<file path="src/rtl/gi_pkg.sv">
package gi_pkg;
  typedef enum logic [1:0] {
    RSN_NONE   = 2'd0,
    RSN_EXTINT = 2'd1,
    RSN_WINDOW = 2'd2
  } exit_rsn_e;

  typedef enum logic [1:0] {
    DLV_NONE    = 2'd0,
    DLV_INJECT  = 2'd1,
    DLV_EXTERN  = 2'd2,
    DLV_VIRTUAL = 2'd3
  } dlv_kind_e;
endpackage

</file>
<file path="src/rtl/gi_mask_ctrl.sv">
module gi_mask_ctrl (
  input  logic clk,
  input  logic rst_n,
  input  logic guest_active,
  input  logic ie_wr,
  input  logic ie_wdata,
  input  logic ctl_extint_exit,
  output logic ie_q,
  output logic phys_masked
);
  // guest-visible flag; updated only by writes from a running guest
  always_ff @(posedge clk) begin
    if (!rst_n)                     ie_q <= 1'b0;
    else if (guest_active && ie_wr) ie_q <= ie_wdata;
  end

  // the guest loses mask authority when external interrupts are trapped
  always_comb phys_masked = guest_active && !ctl_extint_exit && !ie_q;
endmodule

</file>
<file path="src/rtl/gi_exit_arb.sv">
module gi_exit_arb
  import gi_pkg::*;
(
  input  logic       clk,
  input  logic       rst_n,
  input  logic       guest_active,
  input  logic       ext_irq,
  input  logic       ctl_extint_exit,
  input  logic       ctl_window_exit,
  input  logic       ie_q,
  input  logic       exit_ready,
  output logic       exit_valid,
  output exit_rsn_e  exit_reason,
  output logic       exit_block
);
  logic      ext_hit, win_hit, want;
  exit_rsn_e rsn_nxt;
  logic      load;

  always_comb begin
    ext_hit = guest_active && ctl_extint_exit && ext_irq;
    win_hit = guest_active && ctl_window_exit && ie_q;
    want    = ext_hit || win_hit;
    // external interrupt outranks the window
    if (ext_hit)      rsn_nxt = RSN_EXTINT;
    else if (win_hit) rsn_nxt = RSN_WINDOW;
    else              rsn_nxt = RSN_NONE;
    load       = !exit_valid || exit_ready;
    exit_block = exit_valid || want;
  end

  always_ff @(posedge clk) begin
    if (!rst_n) begin
      exit_valid  <= 1'b0;
      exit_reason <= RSN_NONE;
    end else if (load) begin
      exit_valid  <= want;
      exit_reason <= rsn_nxt;
    end
  end
endmodule

</file>
<file path="src/rtl/gi_deliver.sv">
module gi_deliver
  import gi_pkg::*;
#(
  parameter int unsigned VEC_W = 8,
  parameter logic [VEC_W-1:0] VIRT_VEC = '1
) (
  input  logic             clk,
  input  logic             rst_n,
  input  logic             guest_active,
  input  logic             guest_entry,
  input  logic             ext_irq,
  input  logic [VEC_W-1:0] ext_vec,
  input  logic             ctl_extint_exit,
  input  logic             ie_q,
  input  logic             exit_block,
  input  logic             virq_set,
  input  logic             inject_arm,
  input  logic [VEC_W-1:0] inject_vec,
  output logic             deliver_valid,
  output dlv_kind_e        deliver_kind,
  output logic [VEC_W-1:0] deliver_vec,
  output logic             inject_ack
);
  logic             inj_pend;
  logic [VEC_W-1:0] inj_vec_q;
  logic             virq_pend;
  logic             fire_inj, fire_ext, fire_virt, open_gate;
  dlv_kind_e        kind_nxt;
  logic [VEC_W-1:0] vec_nxt;

  always_comb begin
    open_gate = guest_active && !exit_block && ie_q;
    fire_inj  = guest_entry && inj_pend;
    fire_ext  = !fire_inj && open_gate && ext_irq && !ctl_extint_exit;
    fire_virt = !fire_inj && !fire_ext && open_gate && virq_pend;
    kind_nxt  = DLV_NONE;
    vec_nxt   = '0;
    if (fire_inj) begin
      kind_nxt = DLV_INJECT;
      vec_nxt  = inj_vec_q;
    end else if (fire_ext) begin
      kind_nxt = DLV_EXTERN;
      vec_nxt  = ext_vec;
    end else if (fire_virt) begin
      kind_nxt = DLV_VIRTUAL;
      vec_nxt  = VIRT_VEC;
    end
  end

  always_ff @(posedge clk) begin
    if (!rst_n) begin
      inj_pend      <= 1'b0;
      inj_vec_q     <= '0;
      virq_pend     <= 1'b0;
      deliver_valid <= 1'b0;
      deliver_kind  <= DLV_NONE;
      deliver_vec   <= '0;
      inject_ack    <= 1'b0;
    end else begin
      deliver_valid <= fire_inj || fire_ext || fire_virt;
      deliver_kind  <= kind_nxt;
      deliver_vec   <= vec_nxt;
      inject_ack    <= fire_inj;
      if (inject_arm) begin
        inj_pend  <= 1'b1;
        inj_vec_q <= inject_vec;
      end else if (fire_inj) begin
        inj_pend  <= 1'b0;
      end
      if (virq_set)       virq_pend <= 1'b1;
      else if (fire_virt) virq_pend <= 1'b0;
    end
  end
endmodule

</file>
<file path="src/rtl/gi_virt_ctrl.sv">
module gi_virt_ctrl
  import gi_pkg::*;
#(
  parameter int unsigned VEC_W = 8,
  parameter logic [VEC_W-1:0] VIRT_VEC = '1
) (
  input  logic             clk,
  input  logic             rst_n,
  input  logic             guest_active,
  input  logic             guest_entry,
  input  logic             ext_irq,
  input  logic [VEC_W-1:0] ext_vec,
  input  logic             ctl_extint_exit,
  input  logic             ctl_window_exit,
  input  logic             ie_wr,
  input  logic             ie_wdata,
  input  logic             virq_set,
  input  logic             inject_arm,
  input  logic [VEC_W-1:0] inject_vec,
  input  logic             exit_ready,
  output logic             exit_valid,
  output logic [1:0]       exit_reason,
  output logic             deliver_valid,
  output logic [1:0]       deliver_kind,
  output logic [VEC_W-1:0] deliver_vec,
  output logic             inject_ack,
  output logic             guest_ie,
  output logic             phys_masked
);
  logic      ie_q, exit_block;
  exit_rsn_e rsn;
  dlv_kind_e kind;

  gi_mask_ctrl u_mask (
    .clk(clk), .rst_n(rst_n), .guest_active(guest_active),
    .ie_wr(ie_wr), .ie_wdata(ie_wdata), .ctl_extint_exit(ctl_extint_exit),
    .ie_q(ie_q), .phys_masked(phys_masked)
  );

  gi_exit_arb u_exit (
    .clk(clk), .rst_n(rst_n), .guest_active(guest_active), .ext_irq(ext_irq),
    .ctl_extint_exit(ctl_extint_exit), .ctl_window_exit(ctl_window_exit),
    .ie_q(ie_q), .exit_ready(exit_ready), .exit_valid(exit_valid),
    .exit_reason(rsn), .exit_block(exit_block)
  );

  gi_deliver #(.VEC_W(VEC_W), .VIRT_VEC(VIRT_VEC)) u_dlv (
    .clk(clk), .rst_n(rst_n), .guest_active(guest_active),
    .guest_entry(guest_entry), .ext_irq(ext_irq), .ext_vec(ext_vec),
    .ctl_extint_exit(ctl_extint_exit), .ie_q(ie_q), .exit_block(exit_block),
    .virq_set(virq_set), .inject_arm(inject_arm), .inject_vec(inject_vec),
    .deliver_valid(deliver_valid), .deliver_kind(kind),
    .deliver_vec(deliver_vec), .inject_ack(inject_ack)
  );

  always_comb begin
    exit_reason  = rsn;
    deliver_kind = kind;
    guest_ie     = ie_q;
  end
endmodule

</file>
<file path="config.mk">
export PLATFORM = sky130hd
export DESIGN_NAME = gi_virt_ctrl
export DESIGN_NICKNAME = d
export VERILOG_FILES = /design/src/rtl/gi_pkg.sv /design/src/rtl/gi_mask_ctrl.sv /design/src/rtl/gi_exit_arb.sv /design/src/rtl/gi_deliver.sv /design/src/rtl/gi_virt_ctrl.sv
export SDC_FILE = /design/constraint.sdc
export NUM_CORES = 1
export LEC_CHECK = 0
export BUFFER_PORTS_ARGS = -buffer_cell sky130_fd_sc_hd__buf_2
export CORE_MARGIN = 1.5
export CORE_UTILIZATION = 30
export CTS_CLUSTER_DIAMETER = 40
export DETAILED_ROUTE_END_ITERATION = 8
export PLACE_DENSITY = 0.55
export SLEW_MARGIN = 15
export SYNTH_ARGS = -nofsm -noshare
export SYNTH_HDL_FRONTEND = slang
export SYNTH_HIERARCHICAL = 1
export SYNTH_SLANG_ARGS = --single-unit
</file>
<file path="constraint.sdc">
create_clock -name clk -period 1.85 [get_ports clk]
set_input_delay 0.185 -clock clk [delete_from_list [all_inputs] [get_ports clk]]
set_output_delay 0.185 -clock clk [all_outputs]
set_load 0.01 [all_outputs]
</file>
==> results.toml <==
[run_status]
status = "finished clean"

[pwr]
max-vdd-ir-drop_v = 0.000376
power.density_nw_per_um2 = 819
p_leak_uw = 0.000633

[layout]
n_antenna_cell = 0
nets = 179
layout_common_cells = "buf_2 (44), dfxtp_1 (26), nand2_1 (18), mux2i_1 (10)"
fill_cells = 372
area_delta_synth_final_pct = 28.5
mostFrequentLayoutCell = "buf_2"
post-route-util_pct = 40.3
drive_gt1_share_pct = 36.0

[critical_path]
r2r_end = "u_dlv/deliver_vec[7]$_SDFF_PN0_"
cp.required_ns = 2.10
worstPathArrival_ns = 1.81
cp_max_fo = 8
end_kind = "register"
r2r_cells = 6
reg2reg_from = "u_mask/ie_q$_SDFFE_PN0P_"
r2r_slack_ns = 0.28
worst_setup_path_start_kind = "register"
crit_type = "register to register"

[sta]
fin_ws_ns = 0.285
post-route-period-util_pct = 84.6
relSlewSlack_pct = 77.4
period_needed_ns = 1.57
clock.fmax_mhz = 639
setup_viol_count_final = 0
fin_tns_setup_ns = 0
hold_violations = 0
maxSlewViolCount = 0
tightest_slew_ns = 0.339
rsz0062_at_grt = "false"
skew_ns = 0.00457

[global_routing]
antenna_found_initial = 0
grt_pass1_vias = 783
grt-ovfl-total = 0
grt_max_degree = 23
grt.total_usage_pct = 11.4
grt_pass1_wl_mm = 3.53

[place]
hpwl_mm = 1.70
place_ws_ns = 0.329
globalplace.congestion = 0.838
place.port_buffers = 44

[route]
viasPerCell = 4.54
drtIter0Drc = 23
vias = 890
drtAntennaViolNets = 0
wire_per_inst_um = 11.5
drc = 0
wirelength_mm = 2.25
first_pass_iters = 4

[yosys]
syn_inst = 107
syn-cell-area_um2 = 1050
synth_top_area_share_pct = 49.4
syn_avg_cell_area_um2 = 9.85
ys_warn_count = 6
ys_types = 28
synth_area_leaders = "dfxtp_1 (49%), mux2i_1 (9.5%), nand2_1 (6.4%)"
yosysSeqAreaShare_pct = 49.4
yosysTopAreaCell = "dfxtp_1"
synth_seq_cells = 26
synth_nets = 135

[hold_path]
min_to = "u_dlv/virq_pend$_SDFFE_PN0P_"
hold_depth = 2
hold_path.class = "input pin to register"
min_from = "virq_set"

[job]
maxCapViolations = 0

[floorplan]
rows = 21
coreArea_um2 = 3360
die_w_um = 62.3
die_h_um = 62.3
boundaryPins = 45
start_util_pct = 31.3
die_area_um2 = 3880

[clock_tree]
cts_root_buffer = "clkbuf_4"
cts_resized = 0
cts_max_level = 1
hold_buffers = 0
cts_tree = "done"
cts_setup_buffers = 0
clockBufferDepth = 2
clk_pin_slew_ns = 0.13
cts_made_buffers = 3
insertion_delay_ns = 0.31
cts_sinks = 26
## worst max-delay path, stage by stage (launching register included)
cell	delay, ns
dfxtp_1	0.38
a22o_1	0.24
nand2_1	0.10
nand2b_1	0.10
nor2_4	0.16
nand3_1	0.28
o21ai_1	0.24
## synthesized netlist by cell type
| master | count |
|---|---|
| nor2b_4 | 1 |
| nand2_1 | 18 |
| buf_6 | 1 |
| mux2i_1 | 10 |
| clkbuf_1 | 1 |
| o21a_1 | 2 |
| a21boi_0 | 1 |
| o22ai_1 | 1 |
| a21boi_4 | 1 |
| o21ai_1 | 8 |
| and3_1 | 1 |
| a22o_1 | 1 |
| a31oi_1 | 8 |
| a21boi_2 | 1 |
| and2b_1 | 1 |
| a21o_1 | 1 |
| a21boi_1 | 2 |
| o2111a_1 | 1 |
| nand4_1 | 2 |
| a21oi_1 | 1 |
| nor2b_1 | 8 |
| buf_2 | 3 |
| nand2_2 | 2 |
| dfxtp_1 | 26 |
| nor2_4 | 1 |
| nand2b_1 | 2 |
| nor3b_1 | 1 |
| nand3_1 | 1 |
## metrics by stage
step | std cells | total power, µW | hold WS [ns] | instance area [µm²]
6_report | 196 | 1110 | 0.0719 | 1350
5_1_grt | 196 | 1170 | 0.0482 | 1350
3_3_place_gp | 192 | 736 | 0.401 | 1300
2_1_floorplan | 107 | 685 | 0.309 | 1050
3_5_place_dp | 192 | 740 | 0.394 | 1300
4_1_cts | 196 | 1120 | 0.0582 | 1350
## report_power, final
group	internal [µW]	switching, µW
Sequential	581	12.2
Clock	219	163
Combinational	64.8	68.2
Total	865	243
## cell type report
class | instances | area [µm²] | share of cell area [%]
flip-flops and latches | 26 | 520 | 38.4
clock inverters | 1 | 30.0 | 2.22
clock buffers | 3 | 22.5 | 1.66
multi-input cells | 76 | 503 | 37.2
repair buffers | 44 | 220 | 16.3
well taps | 46 | 57.6 | 4.25
## kinds of logic after synthesis
family,synth area share [%]
buffers and inverters,2.85
flip-flops,49.4
AO/OA/AOI/OAI,18.6
AND/OR/NAND/NOR,19.6
multiplexers,9.50
## sequential cells by signal, indices dropped and copies added, names as in the netlist, 2 cells and up
signal / cells
u_exit/exit_reason: 2
u_dlv/deliver_vec: 8
u_dlv/deliver_kind: 2
u_dlv/inj_vec_q: 8
## worst max path at each step
stage                             start                               to  slack (ns)  cells past startpoint
2_1_floorplan  u_mask/ie_q$_SDFFE_PN0P_  u_dlv/deliver_vec[0]$_SDFF_PN0_        0.53                      6
3_3_place_gp   u_mask/ie_q$_SDFFE_PN0P_  u_dlv/deliver_vec[2]$_SDFF_PN0_        0.44                      6
3_5_place_dp   u_mask/ie_q$_SDFFE_PN0P_  u_dlv/deliver_vec[7]$_SDFF_PN0_        0.33                      6
4_1_cts        u_mask/ie_q$_SDFFE_PN0P_  u_dlv/deliver_vec[7]$_SDFF_PN0_        0.29                      6
5_1_grt        u_mask/ie_q$_SDFFE_PN0P_  u_dlv/deliver_vec[7]$_SDFF_PN0_        0.16                      6
6_report       u_mask/ie_q$_SDFFE_PN0P_  u_dlv/deliver_vec[7]$_SDFF_PN0_        0.28                      6
## per-layer routing
layer / wire length [µm] / track usage (%) / vias up / share of wire [%]
met1: 1030 / 13.7 / 404 / 46
met5: 0 / 0 / - / 0
met3: 113 / 3.26 / 2 / 5.0
met2: 1090 / 19.8 / 25 / 48
met4: 27 / 3.33 / 0 / 1.2
li1: - / - / 459 / -
Power figures use the tool's default switching activity.
